## config.mk

```make
export PLATFORM = sky130hd
export DESIGN_NAME = phase_gate_ctrl
export DESIGN_NICKNAME = d
export VERILOG_FILES = /design/src/rtl/pgc_pkg.sv /design/src/rtl/pgc_sync.sv /design/src/rtl/pgc_cfg.sv /design/src/rtl/pgc_dead_fsm.sv /design/src/rtl/phase_gate_ctrl.sv
export SDC_FILE = /design/constraint.sdc
export NUM_CORES = 1
export LEC_CHECK = 0
export ABC_AREA = 1
export BUFFER_PORTS_ARGS = -buffer_cell sky130_fd_sc_hd__buf_2
export CORE_ASPECT_RATIO = 0.5
export CORE_UTILIZATION = 35
export CTS_BUF_LIST = sky130_fd_sc_hd__clkbuf_2 sky130_fd_sc_hd__clkbuf_4 sky130_fd_sc_hd__clkbuf_8
export DETAILED_ROUTE_END_ITERATION = 10
export PLACE_DENSITY = 0.53
export SLEW_MARGIN = 20
export SYNTH_ARGS = -nofsm -noshare
export SYNTH_HDL_FRONTEND = slang
export SYNTH_SLANG_ARGS = --single-unit
```

## constraint.sdc

```tcl
create_clock -name clk -period 1.7 [get_ports clk]
set_clock_uncertainty 0.2 [all_clocks]
set_input_delay 0.34 -clock clk [delete_from_list [all_inputs] [get_ports clk]]
set_output_delay 0.34 -clock clk [all_outputs]
set_load 0.03 [all_outputs]
```

## src/rtl/pgc_pkg.sv

```systemverilog
package pgc_pkg;
  typedef enum logic [1:0] {
    ST_OFF  = 2'd0,
    ST_HS   = 2'd1,
    ST_LS   = 2'd2,
    ST_DEAD = 2'd3
  } pgc_state_e;
endpackage

```

## src/rtl/pgc_sync.sv

```systemverilog
module pgc_sync #(
  parameter int               WIDTH   = 4,
  parameter int               STAGES  = 2,
  parameter logic [WIDTH-1:0] RST_VAL = '0
) (
  input  logic             clk,
  input  logic             srst,
  input  logic [WIDTH-1:0] d,
  output logic [WIDTH-1:0] q
);
  logic [STAGES-1:0][WIDTH-1:0] stg;

  always_ff @(posedge clk) begin
    if (srst) begin
      for (int i = 0; i < STAGES; i++) stg[i] <= RST_VAL;
    end else begin
      stg[0] <= d;
      for (int i = 1; i < STAGES; i++) stg[i] <= stg[i-1];
    end
  end

  assign q = stg[STAGES-1];
endmodule

```

## src/rtl/pgc_cfg.sv

```systemverilog
module pgc_cfg #(
  parameter int DT_IN_W  = 10,
  parameter int DT_MAX   = 255,
  parameter int DT_RESET = 16,
  localparam int DT_W    = $clog2(DT_MAX + 1)
) (
  input  logic               clk,
  input  logic               srst,
  input  logic               wr,
  input  logic [DT_IN_W-1:0] dt_in,
  input  logic               fullon_in,
  output logic [DT_W-1:0]    dt_q,
  output logic               fullon_q
);
  logic [DT_W-1:0] dt_lim;

  always_comb begin
    if (dt_in > DT_IN_W'(DT_MAX)) dt_lim = DT_W'(DT_MAX);
    else                          dt_lim = dt_in[DT_W-1:0];
  end

  always_ff @(posedge clk) begin
    if (srst) begin
      dt_q     <= DT_W'(DT_RESET);
      fullon_q <= 1'b0;
    end else if (wr) begin
      dt_q     <= dt_lim;
      fullon_q <= fullon_in;
    end
  end
endmodule

```

## src/rtl/pgc_dead_fsm.sv

```systemverilog
module pgc_dead_fsm
  import pgc_pkg::*;
#(
  parameter int DT_W = 8
) (
  input  logic            clk,
  input  logic            srst,
  input  logic            hold,
  input  logic [DT_W-1:0] dt,
  input  logic            req_hs,
  input  logic            req_ls,
  output logic            dec_hs,
  output logic            dec_ls
);
  pgc_state_e      st;
  logic [DT_W-1:0] cnt;
  logic            only_hs, only_ls, dt_zero, cnt_last;

  assign only_hs  = req_hs & ~req_ls;
  assign only_ls  = req_ls & ~req_hs;
  assign dt_zero  = (dt == '0);
  assign cnt_last = (cnt == '0) || (cnt == DT_W'(1));

  always_ff @(posedge clk) begin
    if (srst) begin
      st     <= ST_OFF;
      cnt    <= '0;
      dec_hs <= 1'b0;
      dec_ls <= 1'b0;
    end else if (hold) begin
      st     <= ST_DEAD;
      cnt    <= dt_zero ? DT_W'(1) : dt;
      dec_hs <= 1'b0;
      dec_ls <= 1'b0;
    end else begin
      unique case (st)
        ST_OFF: begin
          if (only_hs) begin
            st     <= ST_HS;
            dec_hs <= 1'b1;
          end else if (only_ls) begin
            st     <= ST_LS;
            dec_ls <= 1'b1;
          end
        end
        ST_HS: begin
          if (!only_hs) begin
            dec_hs <= 1'b0;
            if (!dt_zero) begin
              st  <= ST_DEAD;
              cnt <= dt;
            end else if (only_ls) begin
              st     <= ST_LS;
              dec_ls <= 1'b1;
            end else begin
              st <= ST_OFF;
            end
          end
        end
        ST_LS: begin
          if (!only_ls) begin
            dec_ls <= 1'b0;
            if (!dt_zero) begin
              st  <= ST_DEAD;
              cnt <= dt;
            end else if (only_hs) begin
              st     <= ST_HS;
              dec_hs <= 1'b1;
            end else begin
              st <= ST_OFF;
            end
          end
        end
        ST_DEAD: begin
          if (cnt_last) begin
            cnt <= '0;
            if (only_hs) begin
              st     <= ST_HS;
              dec_hs <= 1'b1;
            end else if (only_ls) begin
              st     <= ST_LS;
              dec_ls <= 1'b1;
            end else begin
              st <= ST_OFF;
            end
          end else begin
            cnt <= cnt - DT_W'(1);
          end
        end
        default: st <= ST_OFF;
      endcase
    end
  end
endmodule

```

## src/rtl/phase_gate_ctrl.sv

```systemverilog
module phase_gate_ctrl #(
  parameter int DT_IN_W     = 10,
  parameter int DT_MAX      = 255,
  parameter int DT_RESET    = 16,
  parameter int SYNC_STAGES = 2,
  localparam int DT_W       = $clog2(DT_MAX + 1)
) (
  input  logic               clk,
  input  logic               srst,
  input  logic               hs_req_n,
  input  logic               ls_req,
  input  logic               en_a,
  input  logic               en_b,
  input  logic               cfg_we,
  input  logic [DT_IN_W-1:0] cfg_deadtime,
  input  logic               cfg_fullon,
  output logic               gate_hs,
  output logic               gate_ls
);
  localparam int NSYNC = 4;

  logic [NSYNC-1:0] raw_in, syn;
  logic             hs_n_s, ls_s, en_a_s, en_b_s, en_ok;
  logic [DT_W-1:0]  dt_q;
  logic             fullon_q;
  logic             dec_hs, dec_ls;

  assign raw_in = {en_b, en_a, ls_req, hs_req_n};

  pgc_sync #(
    .WIDTH  (NSYNC),
    .STAGES (SYNC_STAGES),
    .RST_VAL(4'b0001)
  ) u_sync (
    .clk (clk),
    .srst(srst),
    .d   (raw_in),
    .q   (syn)
  );

  assign {en_b_s, en_a_s, ls_s, hs_n_s} = syn;
  assign en_ok = en_a_s & en_b_s;

  pgc_cfg #(
    .DT_IN_W (DT_IN_W),
    .DT_MAX  (DT_MAX),
    .DT_RESET(DT_RESET)
  ) u_cfg (
    .clk      (clk),
    .srst     (srst),
    .wr       (cfg_we),
    .dt_in    (cfg_deadtime),
    .fullon_in(cfg_fullon),
    .dt_q     (dt_q),
    .fullon_q (fullon_q)
  );

  pgc_dead_fsm #(
    .DT_W(DT_W)
  ) u_fsm (
    .clk   (clk),
    .srst  (srst),
    .hold  (fullon_q),
    .dt    (dt_q),
    .req_hs(~hs_n_s),
    .req_ls(ls_s),
    .dec_hs(dec_hs),
    .dec_ls(dec_ls)
  );

  // Output multiplexer stage: full-on takes the synchronised requests directly.
  always_ff @(posedge clk) begin
    if (srst) begin
      gate_hs <= 1'b0;
      gate_ls <= 1'b0;
    end else begin
      gate_hs <= en_ok & (fullon_q ? ~hs_n_s : dec_hs);
      gate_ls <= en_ok & (fullon_q ? ls_s    : dec_ls);
    end
  end
endmodule

```

**Yosys cells after proc, flatten, opt, wreduce, memory -nomap -nowiden**

Cells that the tools add are included.

- Flip-flop bits (word level): 31
- Input bits: 18
- Output and inout bits: 2
- Logic and storage cells: 77

- Add/sub/neg operators: 1
- Order comparisons: 1
- Equal/unequal tests: 13
- Multiplexer cells: 35
- Bitwise logic cells: 7
- Reductions and logical operators: 10

Operators by type and width:

| operator | number |
|---|---|
| 8-bit 2-to-1 mux | 7 |
| 8-bit one-hot mux with 3 select lines | 1 |
| 2-bit 2-to-1 mux | 10 |
| 8-bit zero test | 2 |
| 1-bit 2-to-1 mux | 14 |
| 4-bit AND reduction | 3 |
| 10-bit by 8-bit > comparator with 1-bit output, second input constant | 1 |
| 8-bit by 1-bit == test with 1-bit output, second input constant | 1 |
| 1-bit one-hot mux with 4 select lines | 2 |
| 2-bit one-hot mux with 4 select lines | 1 |
| 8-bit by 1-bit subtractor with 8-bit output, second input constant | 1 |
| 2-bit by 1-bit != test with 1-bit output, second input constant | 3 |
| 3-bit != test, second input constant | 2 |
| 1-bit AND | 5 |
| 2-bit == test, second input constant | 2 |
| 2-bit != test, second input constant | 2 |
| 4-bit by 2-bit != test with 1-bit output, second input constant | 1 |
| 4-bit nonzero test | 1 |
| 3-bit by 2-bit != test with 1-bit output, second input constant | 1 |
| 3-bit AND reduction | 1 |
| 2-bit by 1-bit == test with 1-bit output, second input constant | 1 |
| 2-bit zero test | 1 |
| 1-bit NOT | 2 |
| 2-bit OR reduction | 1 |
| 1-bit logical OR | 1 |

**Depth between registers and ports, before layout**

- Depth in word-level cells: 7
- Gate-level depth with buffers: 11
- Mapped depth without buffers: 11

**Cells and area by module**

A second synthesis with hierarchy kept.

- Cell total of the unflattened synthesis: 282
- Area total of the unflattened synthesis: 1773.0 um^2

Modules (own cells, without submodules):

| module | times used | cells each | area an instance (um^2) | seq. area each (um^2) |
|---|---|---|---|---|
| pgc_dead_fsm | 1 | 181 | 1018.5 | 240.2 |
| pgc_cfg | 1 | 60 | 411.6 | 180.2 |
| pgc_sync | 1 | 29 | 254.0 | 160.2 |
| phase_gate_ctrl | 1 | 12 | 88.8 | 40.0 |

**Worst setup path after synthesis**

OpenSTA, ideal clock, no wires.

- Kind: flip-flop to flip-flop
- Start point: register u_fsm.st[0]
- End point: register u_fsm.cnt[4]
- Setup time: 0.113 ns
- Arrival time: 1.294 ns
- Data required time: 1.387 ns
- Slack: 0.093 ns
- Stages on the path, launching flop included: 12
- Buffers on the path: 1
- Clock period less this slack: 1.607 ns
- Path through: dfxtp_1 > inv_1 > ha_1 > nor2_1 > nand3_1 > nand2_1 > inv_2 > nand3_4 > buf_6 > nand2_1 > nand2_1 > nor2_1

- Word-level cells in the longest chain between the ends: 3
- Elaborated cells between the ends (all ways): 9
- Those cells by class: eq/ne (5); mux (2); reduce/logical (2)

RTL lines:

| item | RTL line | source |
|---|---|---|
| from (decl) | pgc_dead_fsm.sv:15 | `pgc_state_e st;` |
| from (signal assigned) | pgc_dead_fsm.sv:26 | `st <= ST_OFF;` |
| from (signal assigned) | pgc_dead_fsm.sv:31 | `st <= ST_DEAD;` |
| from (signal assigned) | pgc_dead_fsm.sv:39 | `st <= ST_HS;` |
| 2-bit == test or 2-bit by 1-bit == test with 1-bit output (tied branches) | pgc_dead_fsm.sv:36 | `unique case (st)` |
| 3-bit != test (no source line), or another cell as far along | -- |  |
| 3-bit AND reduction (no source line) or 8-bit 2-to-1 mux (tied branches) | -- |  |
| to (signal assigned) | pgc_dead_fsm.sv:32 | `cnt <= dt_zero ? DT_W'(1) : dt;` |
| to (signal assigned) | pgc_dead_fsm.sv:51 | `cnt <= dt;` |
| to (signal assigned) | pgc_dead_fsm.sv:65 | `cnt <= dt;` |
| to (decl) | pgc_dead_fsm.sv:16 | `logic [DT_W-1:0] cnt;` |

Parallel ways exist; a longest one is shown, timed or not.
A chain may end at the register's enable or synchronous reset.

**Worst setup path after layout**

- Start point: register u_fsm.cnt[0]
- End point: register u_fsm.st[0]

- Word-level cells in the longest chain between the ends: 4
- Elaborated cells between the ends (all ways): 5
- Those cells by class: eq/ne (2); reduce/logical (3)

RTL lines:

| item | RTL line | source |
|---|---|---|
| 8-bit by 1-bit == test with 1-bit output or 8-bit zero test (tied branches) | pgc_dead_fsm.sv:22 | `assign cnt_last = (cnt == '0) \|\| (cnt == DT_W'(1));` |
| 1-bit logical OR (*) | pgc_dead_fsm.sv:22 |  |
| 3-bit by 2-bit != test with 1-bit output (no source line) (*) | -- |  |
| 4-bit AND reduction (no source line) (*) | -- |  |

Every way passes the cells marked *; elsewhere a longest branch is shown, timed or not.

==> results_dict.tcl <==
set metrics [dict create \
    status "finished clean" \
    antennaDiodeCount 0 \
    relSlewSlack_pct 74.4 \
    hold_path_class "in -> reg" \
    row_count 17 \
    critPathRequiredTime_ns 1.70 \
    min_period_ns 1.65 \
    gr-usage-all-layers_pct 16.5 \
    syn-mean-instance-area_um2 7.12 \
    cts_max_level 2 \
    synthTopCellsByCount "47 x nor2_1, 45 x nand2_1, 31 x dfxtp_1" \
    ios 20 \
    min_from "hs_req_n" \
    wl_per_cell_um 12.4 \
    synth_cell_type_count 31 \
    drtIter0Drc 59 \
    final_util_pct 49.3 \
    whs_path_depth 2 \
    hold_viol_final 0 \
    route.detailed.drc 0 \
    async_reset_ff_share_pct 0 \
    synth_edf_count 0 \
    end_kind "flop" \
    num_vias 1624 \
    grt_pass1_vias 1371 \
    startpoint_type "flop" \
    arrival_ns 1.64 \
    die_x_um 100 \
    wirelength_um 4310 \
    grt_pass1_wl_um 6160 \
    die_area_um2 5100 \
    critPathLaunch "u_fsm.cnt[0]" \
    synthFlopType "dfxtp_1" \
    synth-seq-cells 31 \
    path_max_fanout 4 \
    yosysMostFrequentCell "nor2_1" \
    synth.top_cell.area_share_pct 36.9 \
    cts_root_buffer "clkbuf_8" \
    synth_nets 265 \
    area_growth_pct 32.4 \
    core_area_um2 4510 \
    seq_area_frac_synth_pct 36.9 \
    ys.warnings.count 0 \
    syn_area_um2 1680 \
    worstSetupPathType "reg -> reg" \
    clock.fmax_mhz 607 \
    syn_inst 236 \
    power.density_nw_per_um2 1650 \
    initial_core_util_pct 37.3 \
    grt_remaining_overflow 0 \
    r2r_cells 12 \
    drive_gt1_share_pct 33.6 \
    clock_path_buffers 2 \
    whs_ns 0.0340 \
    yosys.area.top_type "dfxtp_1" \
    fp.dieH_um 51.0 \
    antenna_left 0 \
    firstDrtPassIters 4 \
    clk_pin_slew_worst_paths_ns 0.08 \
    rr_startpoint "u_fsm.cnt[0]" \
    worstMarginPinSlew_ns 0.383 \
    yosys-top-cells-area "dfxtp_1 37%, nor2_1 10%, nand2_1 10%" \
    cts.sinks 31 \
    clock_insertion_delay_worst_skew_ns 0.29 \
    nNetsFinal 308 \
    grt_max_degree 16 \
    gp_congestion 0.855 \
    io_buffer_count 19 \
    slew_violations 0 \
    finalSetupViolations 0 \
    detail_route.vias_per_cell 4.69 \
    rsz0062_at_grt "yes" \
    antenna_found_initial 0 \
    period_share_pct 96.9 \
    tns_ns 0 \
    p_leak_nw 1.06 \
    cap_violations 0 \
    vdd_drop_max_uv 637 \
    dp_hpwl_um 2900 \
    cts_tree "built" \
    cts_made_buffers 5 \
]
-- stage by stage --
stage                     power [mW]  cells  worst slack (ns)  area, um2
after floorplan                 2.11    236            0.0929       1680
after global placement          2.48    332           0.00385       1940
after global routing            3.97    346           -0.0517       2220
after detailed placement        2.51    332           -0.0169       1940
after CTS                       3.28    340            0.0136       2060
final                           3.68    346            0.0525       2220
-- cell usage in the layout, fill, tap and decap left out, types with 7 or more instances in the layout --
master / instances
inv_2: 9
dfxtp_1: 25
nand2_1: 38
a21oi_1: 8
inv_1: 24
buf_4: 17
buf_2: 19
nand3_1: 10
nor2_1: 43
nand2_2: 7
-- per-layer routing --
metal	vias to the layer above	share of wire [%]	global-route usage, %
li1	839	-	-
met1	756	51	21.2
met2	20	45	25.6
met3	9	2.1	4.92
met4	0	1.9	7.97
met5	-	0	0
-- area by class of cell --
| cell class | count | area (um2) |
|---|---|---|
| Sequential cell | 31 | 633 |
| Inverter | 34 | 130 |
| Multi-Input combinational cell | 168 | 996 |
| Clock inverter | 2 | 35.0 |
| Fill cell | 452 | 2280 |
| Timing Repair Buffer | 39 | 265 |
| Tap cell | 66 | 82.6 |
| Clock buffer | 6 | 82.6 |
-- sequential cells by signal, indices dropped and copies added, names as in the netlist, 2 cells and up --
| register | flops |
|---|---|
| u_cfg.dt_q | 8 |
| u_fsm.cnt | 8 |
| u_sync.q | 4 |
| u_sync.stg | 4 |
| u_fsm.st | 2 |
-- cells by family (layout without fill, tap and decap cells) --
| group | after synthesis | count (layout) | share of synthesized area [%] |
|---|---|---|---|
| flops | 31 | 31 | 36.9 |
| xor+xnor | 4 | 4 | 2.09 |
| fa+ha+maj | 11 | 11 | 8.19 |
| simple gates | 118 | 119 | 30.7 |
| compound gates | 34 | 34 | 12.4 |
| buf+inv | 38 | 81 | 9.75 |
-- final timing paths --
kind / slack, ns / end
setup / recovery: 0.05 / u_fsm.st[0]
hold reg to reg: 0.19 / u_sync.q[3]
hold / removal: 0.03 / u_sync.stg[0]
setup reg to reg: 0.05 / u_fsm.st[0]
-- where the power goes --
part / internal [mW] / switching (mW)
Sequential: 0.891 / 0.117
Combinational: 0.818 / 1.08
Clock: 0.474 / 0.298
Total: 2.18 / 1.49
-- timing repair --
item	in CTS	in global routing
pin swaps	1	12
hold buffers	0	0
buffers inserted	0	5
endpoints found under the setup margin	10	12
gates resized for setup	1	40
gates cloned	0	1
-- critical path, stage by stage, from the launching register on --
cell     delay (ns)
dfxtp_2        0.34
inv_2          0.05
ha_1           0.14
nor2_1         0.05
nor2_1         0.11
nand2_2        0.10
buf_6          0.13
nand2_4        0.08
nand2_4        0.06
nor2_2         0.12
nand3_1        0.09
nand2_1        0.06
inv_1          0.03
Power figures use the tool's default switching activity.
